--- config.mk ---
export PLATFORM = sky130hd
export DESIGN_NAME = txstat_counters
export DESIGN_NICKNAME = d
export VERILOG_FILES = /design/src/rtl/txstat_pkg.sv /design/src/rtl/txstat_rst_sync.sv /design/src/rtl/txstat_sat_cnt.sv /design/src/rtl/txstat_crs_win.sv /design/src/rtl/txstat_counters.sv
export SDC_FILE = /design/constraint.sdc
export NUM_CORES = 1
export LEC_CHECK = 0
export ABC_AREA = 1
export CELL_PAD_IN_SITES_DETAIL_PLACEMENT = 1
export CELL_PAD_IN_SITES_GLOBAL_PLACEMENT = 1
export CORE_ASPECT_RATIO = 1.5
export CORE_MARGIN = 3
export CORE_UTILIZATION = 30
export CTS_BUF_LIST = sky130_fd_sc_hd__clkbuf_8
export DETAILED_ROUTE_END_ITERATION = 10
export DONT_BUFFER_PORTS = 1
export GPL_TIMING_DRIVEN = 0
export HOLD_SLACK_MARGIN = 0.12
export PLACE_DENSITY = 0.67
export SETUP_SLACK_MARGIN = 0.05
export SYNTH_ARGS = -nofsm -noshare
export SYNTH_HDL_FRONTEND = slang
export SYNTH_SLANG_ARGS = --single-unit
--- constraint.sdc ---
create_clock -name clk -period 9.4 [get_ports clk]
set_input_delay 0.94 -clock clk [delete_from_list [all_inputs] [get_ports clk]]
set_output_delay 0.94 -clock clk [all_outputs]
set_load 0.05 [all_outputs]
--- src/rtl/txstat_pkg.sv ---
package txstat_pkg;

  typedef enum logic {
    SEL_DEFER = 1'b0,
    SEL_NOCRS = 1'b1
  } cnt_sel_e;

  localparam int unsigned NUM_CNT = 2;

endpackage

--- src/rtl/txstat_rst_sync.sv ---
module txstat_rst_sync (
  input  logic clk,
  input  logic rst_n,
  output logic rst_sync_n
);

  logic [1:0] sync_q;

  always_ff @(posedge clk or negedge rst_n) begin
    if (!rst_n) begin
      sync_q <= 2'b00;
    end else begin
      sync_q <= {sync_q[0], 1'b1};
    end
  end

  assign rst_sync_n = sync_q[1];

endmodule

--- src/rtl/txstat_sat_cnt.sv ---
module txstat_sat_cnt #(
  parameter int unsigned W = 32
) (
  input  logic         clk,
  input  logic         rst_n,
  input  logic         inc,
  input  logic         clr,
  output logic [W-1:0] cnt
);

  localparam logic [W-1:0] ALL_ONES = {W{1'b1}};

  logic [W-1:0] cnt_q;
  logic [W-1:0] cnt_nxt;
  logic         cnt_en;

  always_comb begin
    cnt_nxt = cnt_q;
    cnt_en  = 1'b0;
    if (clr) begin
      cnt_en  = 1'b1;
      cnt_nxt = inc ? W'(1) : '0;
    end else if (inc && (cnt_q != ALL_ONES)) begin
      cnt_en  = 1'b1;
      cnt_nxt = cnt_q + W'(1);
    end
  end

  always_ff @(posedge clk or negedge rst_n) begin
    if (!rst_n) begin
      cnt_q <= '0;
    end else if (cnt_en) begin
      cnt_q <= cnt_nxt;
    end
  end

  assign cnt = cnt_q;

  // saturation holds at all ones
  p_sat_hold_r10: assert property (@(posedge clk) disable iff (!rst_n)
    (cnt_q == ALL_ONES) && !clr |=> cnt_q == ALL_ONES);

  // a clearing read leaves zero, or one when an event coincides
  p_clear_r2: assert property (@(posedge clk) disable iff (!rst_n)
    clr && !inc |=> cnt_q == '0);
  p_clear_inc_r9: assert property (@(posedge clk) disable iff (!rst_n)
    clr && inc |=> cnt_q == W'(1));

  // a single event steps the count by exactly one
  p_step_r3: assert property (@(posedge clk) disable iff (!rst_n)
    !clr && inc && (cnt_q != ALL_ONES) |=> cnt_q == $past(cnt_q) + W'(1));

  p_idle_r4: assert property (@(posedge clk) disable iff (!rst_n)
    !clr && !inc |=> $stable(cnt_q));

endmodule

--- src/rtl/txstat_crs_win.sv ---
module txstat_crs_win #(
  parameter int unsigned SLOT_CYCLES = 64
) (
  input  logic clk,
  input  logic rst_n,
  input  logic phy_txen,
  input  logic phy_crs,
  input  logic tx_ok,
  output logic nocrs_done
);

  localparam int unsigned LW = $clog2(SLOT_CYCLES + 1);
  localparam logic [LW-1:0] LOAD_VAL = LW'(SLOT_CYCLES - 1);

  logic          txen_q;
  logic          pend_q,  pend_nxt;
  logic          carr_q,  carr_nxt;
  logic [LW-1:0] left_q,  left_nxt;
  logic          start;
  logic          in_win;
  logic          carr_now;

  assign start    = phy_txen & ~txen_q;
  assign in_win   = (left_q != '0);
  assign carr_now = carr_q | (in_win & phy_crs);

  always_comb begin
    pend_nxt = pend_q;
    carr_nxt = carr_now;
    left_nxt = in_win ? (left_q - LW'(1)) : left_q;
    if (start) begin
      pend_nxt = 1'b1;
      carr_nxt = phy_crs;
      left_nxt = LOAD_VAL;
    end else if (tx_ok) begin
      pend_nxt = 1'b0;
    end
  end

  always_ff @(posedge clk or negedge rst_n) begin
    if (!rst_n) begin
      txen_q <= 1'b0;
      pend_q <= 1'b0;
      carr_q <= 1'b0;
      left_q <= '0;
    end else begin
      txen_q <= phy_txen;
      pend_q <= pend_nxt;
      carr_q <= carr_nxt;
      left_q <= left_nxt;
    end
  end

  assign nocrs_done = tx_ok & pend_q & ~carr_now;

  // window loads at transmission start and counts down by one
  p_win_load_r5: assert property (@(posedge clk) disable iff (!rst_n)
    phy_txen && !txen_q |=> left_q == LOAD_VAL && pend_q);
  p_win_step_r5: assert property (@(posedge clk) disable iff (!rst_n)
    (left_q != '0) && !(phy_txen && !txen_q) |=> left_q == $past(left_q) - LW'(1));
  p_carrier_sticky_r5: assert property (@(posedge clk) disable iff (!rst_n)
    carr_q && !(phy_txen && !txen_q) |=> carr_q);

  // nothing completes without a pending frame; tx_ok retires it
  p_need_pending_r8: assert property (@(posedge clk) disable iff (!rst_n)
    !pend_q |-> !nocrs_done);
  p_retire_r8: assert property (@(posedge clk) disable iff (!rst_n)
    tx_ok && !(phy_txen && !txen_q) |=> !pend_q);

endmodule

--- src/rtl/txstat_counters.sv ---
module txstat_counters
  import txstat_pkg::*;
#(
  parameter int unsigned CNT_W        = 32,
  parameter int unsigned SLOT_BITS    = 512,
  parameter int unsigned BITS_PER_CLK = 8
) (
  input  logic             clk,
  input  logic             rst_n,
  input  logic             tx_enable,
  input  logic             half_duplex,
  input  logic             medium_busy,
  input  logic             xoff_rcvd,
  input  logic             phy_txen,
  input  logic             phy_crs,
  input  logic             tx_ok,
  input  logic             rd_stb,
  input  logic             rd_sel,
  output logic [CNT_W-1:0] rd_data
);

  localparam int unsigned SLOT_CYCLES = (SLOT_BITS + BITS_PER_CLK - 1) / BITS_PER_CLK;

  logic                 rst_sync_n;
  logic                 nocrs_done;
  logic                 defer_evt;
  logic                 nocrs_evt;
  logic [NUM_CNT-1:0]   inc_vec;
  logic [NUM_CNT-1:0]   clr_vec;
  logic [CNT_W-1:0]     cnt_arr [NUM_CNT];
  logic [CNT_W-1:0]     rd_q;
  logic [CNT_W-1:0]     rd_nxt;
  logic                 rd_en;

  txstat_rst_sync u_rst (
    .clk        (clk),
    .rst_n      (rst_n),
    .rst_sync_n (rst_sync_n)
  );

  txstat_crs_win #(.SLOT_CYCLES(SLOT_CYCLES)) u_win (
    .clk        (clk),
    .rst_n      (rst_sync_n),
    .phy_txen   (phy_txen),
    .phy_crs    (phy_crs),
    .tx_ok      (tx_ok),
    .nocrs_done (nocrs_done)
  );

  assign defer_evt = tx_enable & (medium_busy | xoff_rcvd);
  assign nocrs_evt = tx_enable & half_duplex & nocrs_done;

  always_comb begin
    inc_vec = '0;
    inc_vec[int'(SEL_DEFER)] = defer_evt;
    inc_vec[int'(SEL_NOCRS)] = nocrs_evt;
    for (int i = 0; i < int'(NUM_CNT); i++) begin
      clr_vec[i] = rd_stb && (int'(rd_sel) == i);
    end
  end

  for (genvar g = 0; g < int'(NUM_CNT); g++) begin : g_cnt
    txstat_sat_cnt #(.W(CNT_W)) u_cnt (
      .clk   (clk),
      .rst_n (rst_sync_n),
      .inc   (inc_vec[g]),
      .clr   (clr_vec[g]),
      .cnt   (cnt_arr[g])
    );
  end

  always_comb begin
    rd_en  = rd_stb;
    rd_nxt = cnt_arr[rd_sel];
  end

  always_ff @(posedge clk or negedge rst_sync_n) begin
    if (!rst_sync_n) begin
      rd_q <= '0;
    end else if (rd_en) begin
      rd_q <= rd_nxt;
    end
  end

  assign rd_data = rd_q;

  // no counter event while transmits are disabled
  p_gate_r4: assert property (@(posedge clk) disable iff (!rst_sync_n)
    !tx_enable |-> inc_vec == '0);

  // full duplex never feeds the missing-carrier counter
  p_full_duplex_r7: assert property (@(posedge clk) disable iff (!rst_sync_n)
    !half_duplex |-> !inc_vec[int'(SEL_NOCRS)]);

  // read data reflects the counter as it stood at the read edge
  p_read_value_r2: assert property (@(posedge clk) disable iff (!rst_sync_n)
    rd_stb |=> rd_data == $past(cnt_arr[rd_sel]));
  p_read_hold_r2: assert property (@(posedge clk) disable iff (!rst_sync_n)
    !rd_stb |=> $stable(rd_data));

endmodule

==> results of run 1 <==
-- power by group through the flow --
stage / registers (W) / clock network [W] / logic [W]
after floorplan: 0.000519 / 0 / 0.0000528
after global placement: 0.000527 / 0 / 0.0000747
after detailed placement: 0.000522 / 0 / 0.0000836
after CTS: 0.000513 / 0.000319 / 0.0000838
after global routing: 0.000516 / 0.000332 / 0.0000929
final: 0.000512 / 0.000303 / 0.0000816
-- stage by stage --
stage	setup WS, ns	hold slack [ns]	util (%)	power [W]
finish	7.00	0.176	33.6	0.000896
global route	6.84	0.147	33.6	0.000941
CTS	6.97	0.147	33.6	0.000915
global placement	4.53	0.335	32.5	0.000601
floorplan	6.17	0.331	-	0.000572
detailed placement	6.78	0.339	32.7	0.000605
-- per-layer routing --
metal | vias up | GRT usage [%] | part of all wire, %
met3 | 54 | 3.60 | 2.4
met5 | - | 0 | 0
met2 | 83 | 39.5 | 54
met1 | 2899 | 20.9 | 37
met4 | 0 | 13.2 | 6.6
li1 | 2943 | - | -
-- cell type report --
cell class | count | area (sq um)
fill | 2625 | 13700
timing repair buffer | 1 | 27.5
inverter | 98 | 374
sequential | 108 | 2710
clock inverter | 7 | 72.6
tap | 264 | 330
buffer | 24 | 134
clock buffer | 9 | 124
multi-input combinational | 678 | 3180
-- registers in the layout, indices dropped and copies added (netlist names) --
register	cells
g_cnt.u_cnt.cnt	64
rd_data	32
u_rst.sync_q	2
u_win.carr_q	1
u_win.left_q	7
u_win.pend_q	1
u_win.txen_q	1
-- final timing paths --
path | from | end | slack [ns] | cells past startpoint
setup / recovery | g_cnt[0].u_cnt.cnt[0]$_DFFE_PN0P_ | g_cnt[0].u_cnt.cnt[21]$_DFFE_PN0P_ | 7.00 | 9
hold / removal | rst_n | u_rst.sync_q[1]$_DFF_PN0_ | 0.18 | 0
setup reg to reg | g_cnt[0].u_cnt.cnt[0]$_DFFE_PN0P_ | g_cnt[0].u_cnt.cnt[21]$_DFFE_PN0P_ | 7.00 | 9
hold reg to reg | u_rst.sync_q[1]$_DFF_PN0_ | g_cnt[0].u_cnt.cnt[0]$_DFFE_PN0P_ | 0.37 | 0
max in group asynchronous | u_rst.sync_q[1]$_DFF_PN0_ | g_cnt[0].u_cnt.cnt[28]$_DFFE_PN0P_ | 8.28 | 1
min in group clk | u_rst.sync_q[0]$_DFF_PN0_ | u_rst.sync_q[1]$_DFF_PN0_ | 0.37 | 0
-- logic make-up (layout without fill, tap and decap cells) --
family | Yosys count | count (layout) | synth area share, %
buffers and inverters | 122 | 139 | 7.95
and+or+nand+nor | 592 | 592 | 39.9
xor gates and xnor gates | 8 | 8 | 1.10
AOI/OAI and AO/OA | 73 | 73 | 7.97
other | 1 | 1 | 0.0587
adders and majority gates | 4 | 4 | 0.783
DFF | 108 | 108 | 42.3
-- placed cells by master (no fill, tap or decap), types with 4 or more instances in the layout --
cell,n
nand2_1,341
nor2_1,122
dfrtp_1,107
inv_1,94
nand3_1,44
nand4_1,44
o221ai_1,29
o21ai_0,24
nand2_2,16
clkbuf_1,12
clkbuf_8,9
xor2_1,8
o21ai_1,8
nor2_2,6
a21oi_1,5
nor2_4,4
buf_2,4
buf_1,4
nor3_1,4
nand2_4,4
clkinv_4,4
ha_1,4
==> impl_metrics.py, run 1 <==
metrics = {
    "outcome": {
        "status": "finished clean",
    },
    "power": {
        "swShare_pct": 32.3,
        "vdd_drop_max_mv": 0.0635,
        "switchingPower_w": 0.000290,
        "p_seq_share_pct": 57.1,
        "power_frac_clock_pct": 33.8,
        "p_int_w": 0.000607,
        "leakage_nw": 3.06,
        "p_per_area_nw_per_um2": 129,
        "power_frac_comb_pct": 9.1,
    },
    "synth": {
        "synth-seq-cells": 108,
        "synth_flop_cell": "dfrtp_1",
        "syn_area_sq_um": 6390,
        "syn_nets": 923,
        "yosysTopAreaCell": "dfrtp_1",
        "seq_area_frac_synth_pct": 42.3,
        "yosys-top-cells-area": "dfrtp_1 (42%), nand2_1 (20%), nor2_1 (7.2%)",
        "synth_cell_type_count": 35,
        "syn_inst": 908,
        "yosysWarnings": 0,
        "syn_avg_cell_area_sq_um": 7.04,
        "yosysMostFrequentCell": "nand2_1",
        "netlist_top_cells_count": "nand2_1 (341), nor2_1 (122), dfrtp_1 (108)",
        "synth_top_area_share_pct": 42.3,
        "synth-async-reset-ratio_pct": 100,
        "synth_edf_count": 0,
    },
    "floorplan": {
        "ioPinCount": 43,
        "chipWidth_um": 125,
        "initial_core_util_pct": 30.9,
        "die_h_um": 185,
        "dieArea_sq_um": 23100,
        "row_count": 64,
        "coreArea_sq_um": 20700,
    },
    "cts": {
        "root_buffer": "clkbuf_8",
        "cts_setup_buffers": 0,
        "cts_buffers": 9,
        "cts_sinks": 108,
        "cts.path.max_buffers": 2,
        "ctsHtreeMaxLevel": 3,
        "cts_tree": "done",
        "insertion_delay_ns": 0.43,
        "cts_resized": 0,
        "clk_pin_slew_ns": 0.13,
        "cts_hold_buf": 0,
    },
    "timing": {
        "grt_setup_unrepaired": "no",
        "fin_crit_ns": 2.40,
        "slew_headroom_pct": 50.2,
        "final-setup-viol-count": 0,
        "timing.fmax_mhz": 416,
        "fin_skew_ns": 0.0170,
        "tightest_slew_ns": 0.739,
        "timing.final.crit_share_pct": 25.6,
        "final.setup.tns_ns": 0,
        "drv_slew": 0,
        "hold_violations": 0,
    },
    "global_route": {
        "overflow": 0,
        "grt_use_total_pct": 20.8,
        "grt_pass1_vias": 6554,
        "grt_pass1_wl_um": 36600,
        "antenna_found_initial": 0,
        "grt_max_degree": 64,
    },
    "setup_path": {
        "arrival_ns": 2.77,
        "path_delay_family": "simple AND/OR/NAND/NOR gates",
        "cp.required_ns": 9.77,
        "worst_setup_path_end_kind": "flip-flop",
        "slowest_stage": "dfrtp_1",
        "critPathBufInv": 1,
        "cpPeakStageDelay_ns": 0.48,
        "crit_fanout": 10,
        "critPathKind": "flip-flop to flip-flop",
        "cp-start-kind": "flip-flop",
        "crit_chain": "ha_1 > nand2_2 > nor2_4 > nand2_2 > nor2_4 > a21oi_2 > clkbuf_1 > nand4_1 > nand2_1",
    },
    "detailed_routing": {
        "drc_errors": 0,
        "post_drt_via_cell_ratio": 5.03,
        "wl_per_cell_um": 19.7,
        "vias": 5979,
        "drt_wl_total_um": 23400,
        "first_pass_iters": 4,
        "drt_iter0_drc": 349,
        "drtAntennaViolNets": 0,
    },
    "hold_path": {
        "hold_class": "primary input to async pin",
    },
    "placed_design": {
        "gp_congestion": 0.935,
        "io_buffers": 0,
        "dp_hpwl_um": 18800,
        "placed_cell_area_sq_um": 6750,
        "dp.cells": 1173,
    },
    "cells_and_area": {
        "fin_nets": 935,
        "final_area_sq_um": 6950,
        "drive_above_1_share_pct": 7.14,
        "syn2layout_area_growth_pct": 8.73,
        "finalNonFillerCells": 1189,
        "antenna_cells": 0,
    },
    "job": {
        "drv_cap": 0,
    },
}
(Power assumes the default switching activity.)
==> run 2: changes to the inputs <==
--- a/config.mk
+++ b/config.mk
@@ -16,7 +16,7 @@
 export DONT_BUFFER_PORTS = 1
 export GPL_TIMING_DRIVEN = 0
 export HOLD_SLACK_MARGIN = 0.12
-export PLACE_DENSITY = 0.67
+export PLACE_DENSITY = 0.69
 export SETUP_SLACK_MARGIN = 0.05
 export SYNTH_ARGS = -nofsm -noshare
 export SYNTH_HDL_FRONTEND = slang
==> constraint.sdc (replaced) <==
create_clock -name clk -period 2.2 [get_ports clk]
set_input_delay 0.22 -clock clk [delete_from_list [all_inputs] [get_ports clk]]
set_output_delay 0.22 -clock clk [all_outputs]
set_load 0.05 [all_outputs]
==> impl_metrics.py, run 2 (same netlist as run 1, synthesis figures left out) <==
metrics = {
    "cts": {
        "root_buffer": "clkbuf_8",
        "cts_sinks": 108,
        "ctsHtreeMaxLevel": 3,
        "clk_pin_slew_ns": 0.11,
        "cts.path.max_buffers": 2,
        "insertion_delay_ns": 0.42,
        "cts_tree": "done",
        "cts_buffers": 9,
    },
    "floorplan": {
        "die_h_um": 185,
        "dieArea_sq_um": 23100,
        "coreArea_sq_um": 20700,
        "row_count": 64,
        "initial_core_util_pct": 30.9,
        "ioPinCount": 43,
        "chipWidth_um": 125,
    },
    "cells_and_area": {
        "fin_nets": 947,
        "layout_common_cells": "nand2_1 (341), nor2_1 (122), dfrtp_1 (106), inv_1 (95)",
        "antenna_cells": 0,
        "drive_above_1_share_pct": 7.90,
        "fin_util_pct": 34.4,
        "mostFrequentLayoutCell": "nand2_1",
        "largest_register_ffs": 64,
        "syn2layout_area_growth_pct": 11.3,
    },
    "power": {
        "swShare_pct": 28.9,
        "power_frac_clock_pct": 35.9,
        "p_int_w": 0.00284,
        "p_seq_share_pct": 54.8,
        "power_frac_comb_pct": 9.3,
        "vdd_drop_max_mv": 0.385,
        "switchingPower_w": 0.00116,
        "design_power_total_w": 0.00400,
        "p_per_area_nw_per_um2": 562,
        "leakage_nw": 3.13,
    },
    "detailed_routing": {
        "wl_per_cell_um": 19.3,
        "first_pass_iters": 4,
        "vias": 6087,
        "drt_wl_total_um": 23200,
        "post_drt_via_cell_ratio": 5.07,
        "drtAntennaViolNets": 0,
        "drc_errors": 0,
        "drt_iter0_drc": 292,
    },
    "global_route": {
        "grt_pass1_vias": 6662,
        "grt_use_total_pct": 20.7,
        "antenna_found_initial": 0,
        "grt_pass1_wl_um": 36500,
        "grt_max_degree": 62,
        "overflow": 0,
    },
    "setup_path": {
        "worst_setup_path_end_kind": "flip-flop",
        "cp-start-kind": "flip-flop",
        "cp.required_ns": 2.55,
        "slowest_stage": "dfrtp_2",
        "critPathKind": "flip-flop to flip-flop",
        "crit_fanout": 10,
        "cpPeakStageDelay_ns": 0.46,
        "arrival_ns": 2.40,
        "crit_chain": "ha_4 > nand2_2 > nor2_4 > nand2_2 > nor2_4 > a21oi_2 > clkbuf_2 > nand4_1 > nand2_1",
    },
    "job": {
        "drv_cap": 0,
    },
    "placed_design": {
        "dp_hpwl_um": 18600,
        "gp_congestion": 0.932,
        "io_buffers": 0,
    },
    "timing": {
        "tightest_slew_ns": 0.781,
        "hold_violations": 0,
        "drv_slew": 0,
        "grt_setup_unrepaired": "no",
        "slew_headroom_pct": 47.4,
        "final-setup-viol-count": 0,
        "timing.final.crit_share_pct": 93.1,
        "fin_skew_ns": 0.0185,
        "fin_crit_ns": 2.05,
        "timing.fmax_mhz": 488,
    },
    "outcome": {
        "status": "finished clean",
    },
    "hold_path": {
        "hold_class": "primary input to flip-flop",
    },
}
-- run 2: critical path, delay by kind of cell (launching register included) --
kind | cells | cell delay, ns
and+or+nand+nor | 6 | 0.60
AOI/OAI and AO/OA | 1 | 0.36
adders and majority gates | 1 | 0.20
DFF | 1 | 0.46
buffers and inverters | 1 | 0.35
-- run 2: final timing paths --
path,startpoint,to,slack (ns),depth (start not counted)
max,g_cnt[0].u_cnt.cnt[0]$_DFFE_PN0P_,g_cnt[0].u_cnt.cnt[23]$_DFFE_PN0P_,0.15,9
min,phy_crs,g_cnt[1].u_cnt.cnt[18]$_DFFE_PN0P_,0.11,5
max reg2reg,g_cnt[0].u_cnt.cnt[0]$_DFFE_PN0P_,g_cnt[0].u_cnt.cnt[23]$_DFFE_PN0P_,0.15,9
min reg2reg,u_rst.sync_q[1]$_DFF_PN0_,g_cnt[0].u_cnt.cnt[1]$_DFFE_PN0P_,0.36,0
max in group asynchronous,u_rst.sync_q[1]$_DFF_PN0_,rd_data[25]$_DFFE_PN0P_,1.09,1
min in group asynchronous,u_rst.sync_q[1]$_DFF_PN0_,g_cnt[0].u_cnt.cnt[1]$_DFFE_PN0P_,0.36,0
-- run 2: cell type report --
cell class	instances	area [sq um]
plain buffers	24	145
inverters	98	374
repair buffers	13	135
multi-input cells	678	3190
well taps	264	330
fillers	2645	13500
clock inverters	6	88.8
clock buffers	10	138
flip-flops and latches	108	2710
-- run 2: routing by layer --
metal / vias to the layer above / part of all wire (%) / GRT usage, %
met3: 65 / 2.6 / 3.31
met1: 2960 / 36 / 20.0
li1: 2965 / - / -
met4: 0 / 7.9 / 15.1
met2: 97 / 53 / 39.2
met5: - / 0 / 0
-- run 2: power by group through the flow --
stage               Sequential, W  Combinational [W]  Clock (W)
finish                    0.00219           0.000373    0.00144
global route              0.00221           0.000427    0.00156
CTS                       0.00219           0.000370    0.00148
detailed placement        0.00223           0.000355          0
global placement          0.00225           0.000319          0
floorplan                 0.00222           0.000226          0
-- run 2: metrics by stage --
| step | area (sq um) | worst slack, ns | cells | TNS [ns] | hold slack, ns |
|---|---|---|---|---|---|
| final | 7110 | 0.151 | 1201 | 0 | 0.108 |
| after global routing | 7110 | 0.0576 | 1201 | 0 | 0.159 |
| after CTS | 7070 | 0.0658 | 1198 | 0 | 0.120 |
| after detailed placement | 6750 | -0.205 | 1173 | -2.87 | -0.0755 |
| after global placement | 6720 | -0.508 | 1172 | -55.48 | -0.0755 |
| after floorplan | 6390 | 0.391 | 908 | 0 | -0.0756 |
-- run 2: repair_timing --
action                                 CTS  global route
gates cloned                             0             0
hold buffers                             7             0
gates resized for setup                  5             4
pin swaps                                0             1
setup buffers                            2             3
setup endpoints to repair               50            52
endpoints found under the hold margin    9             0
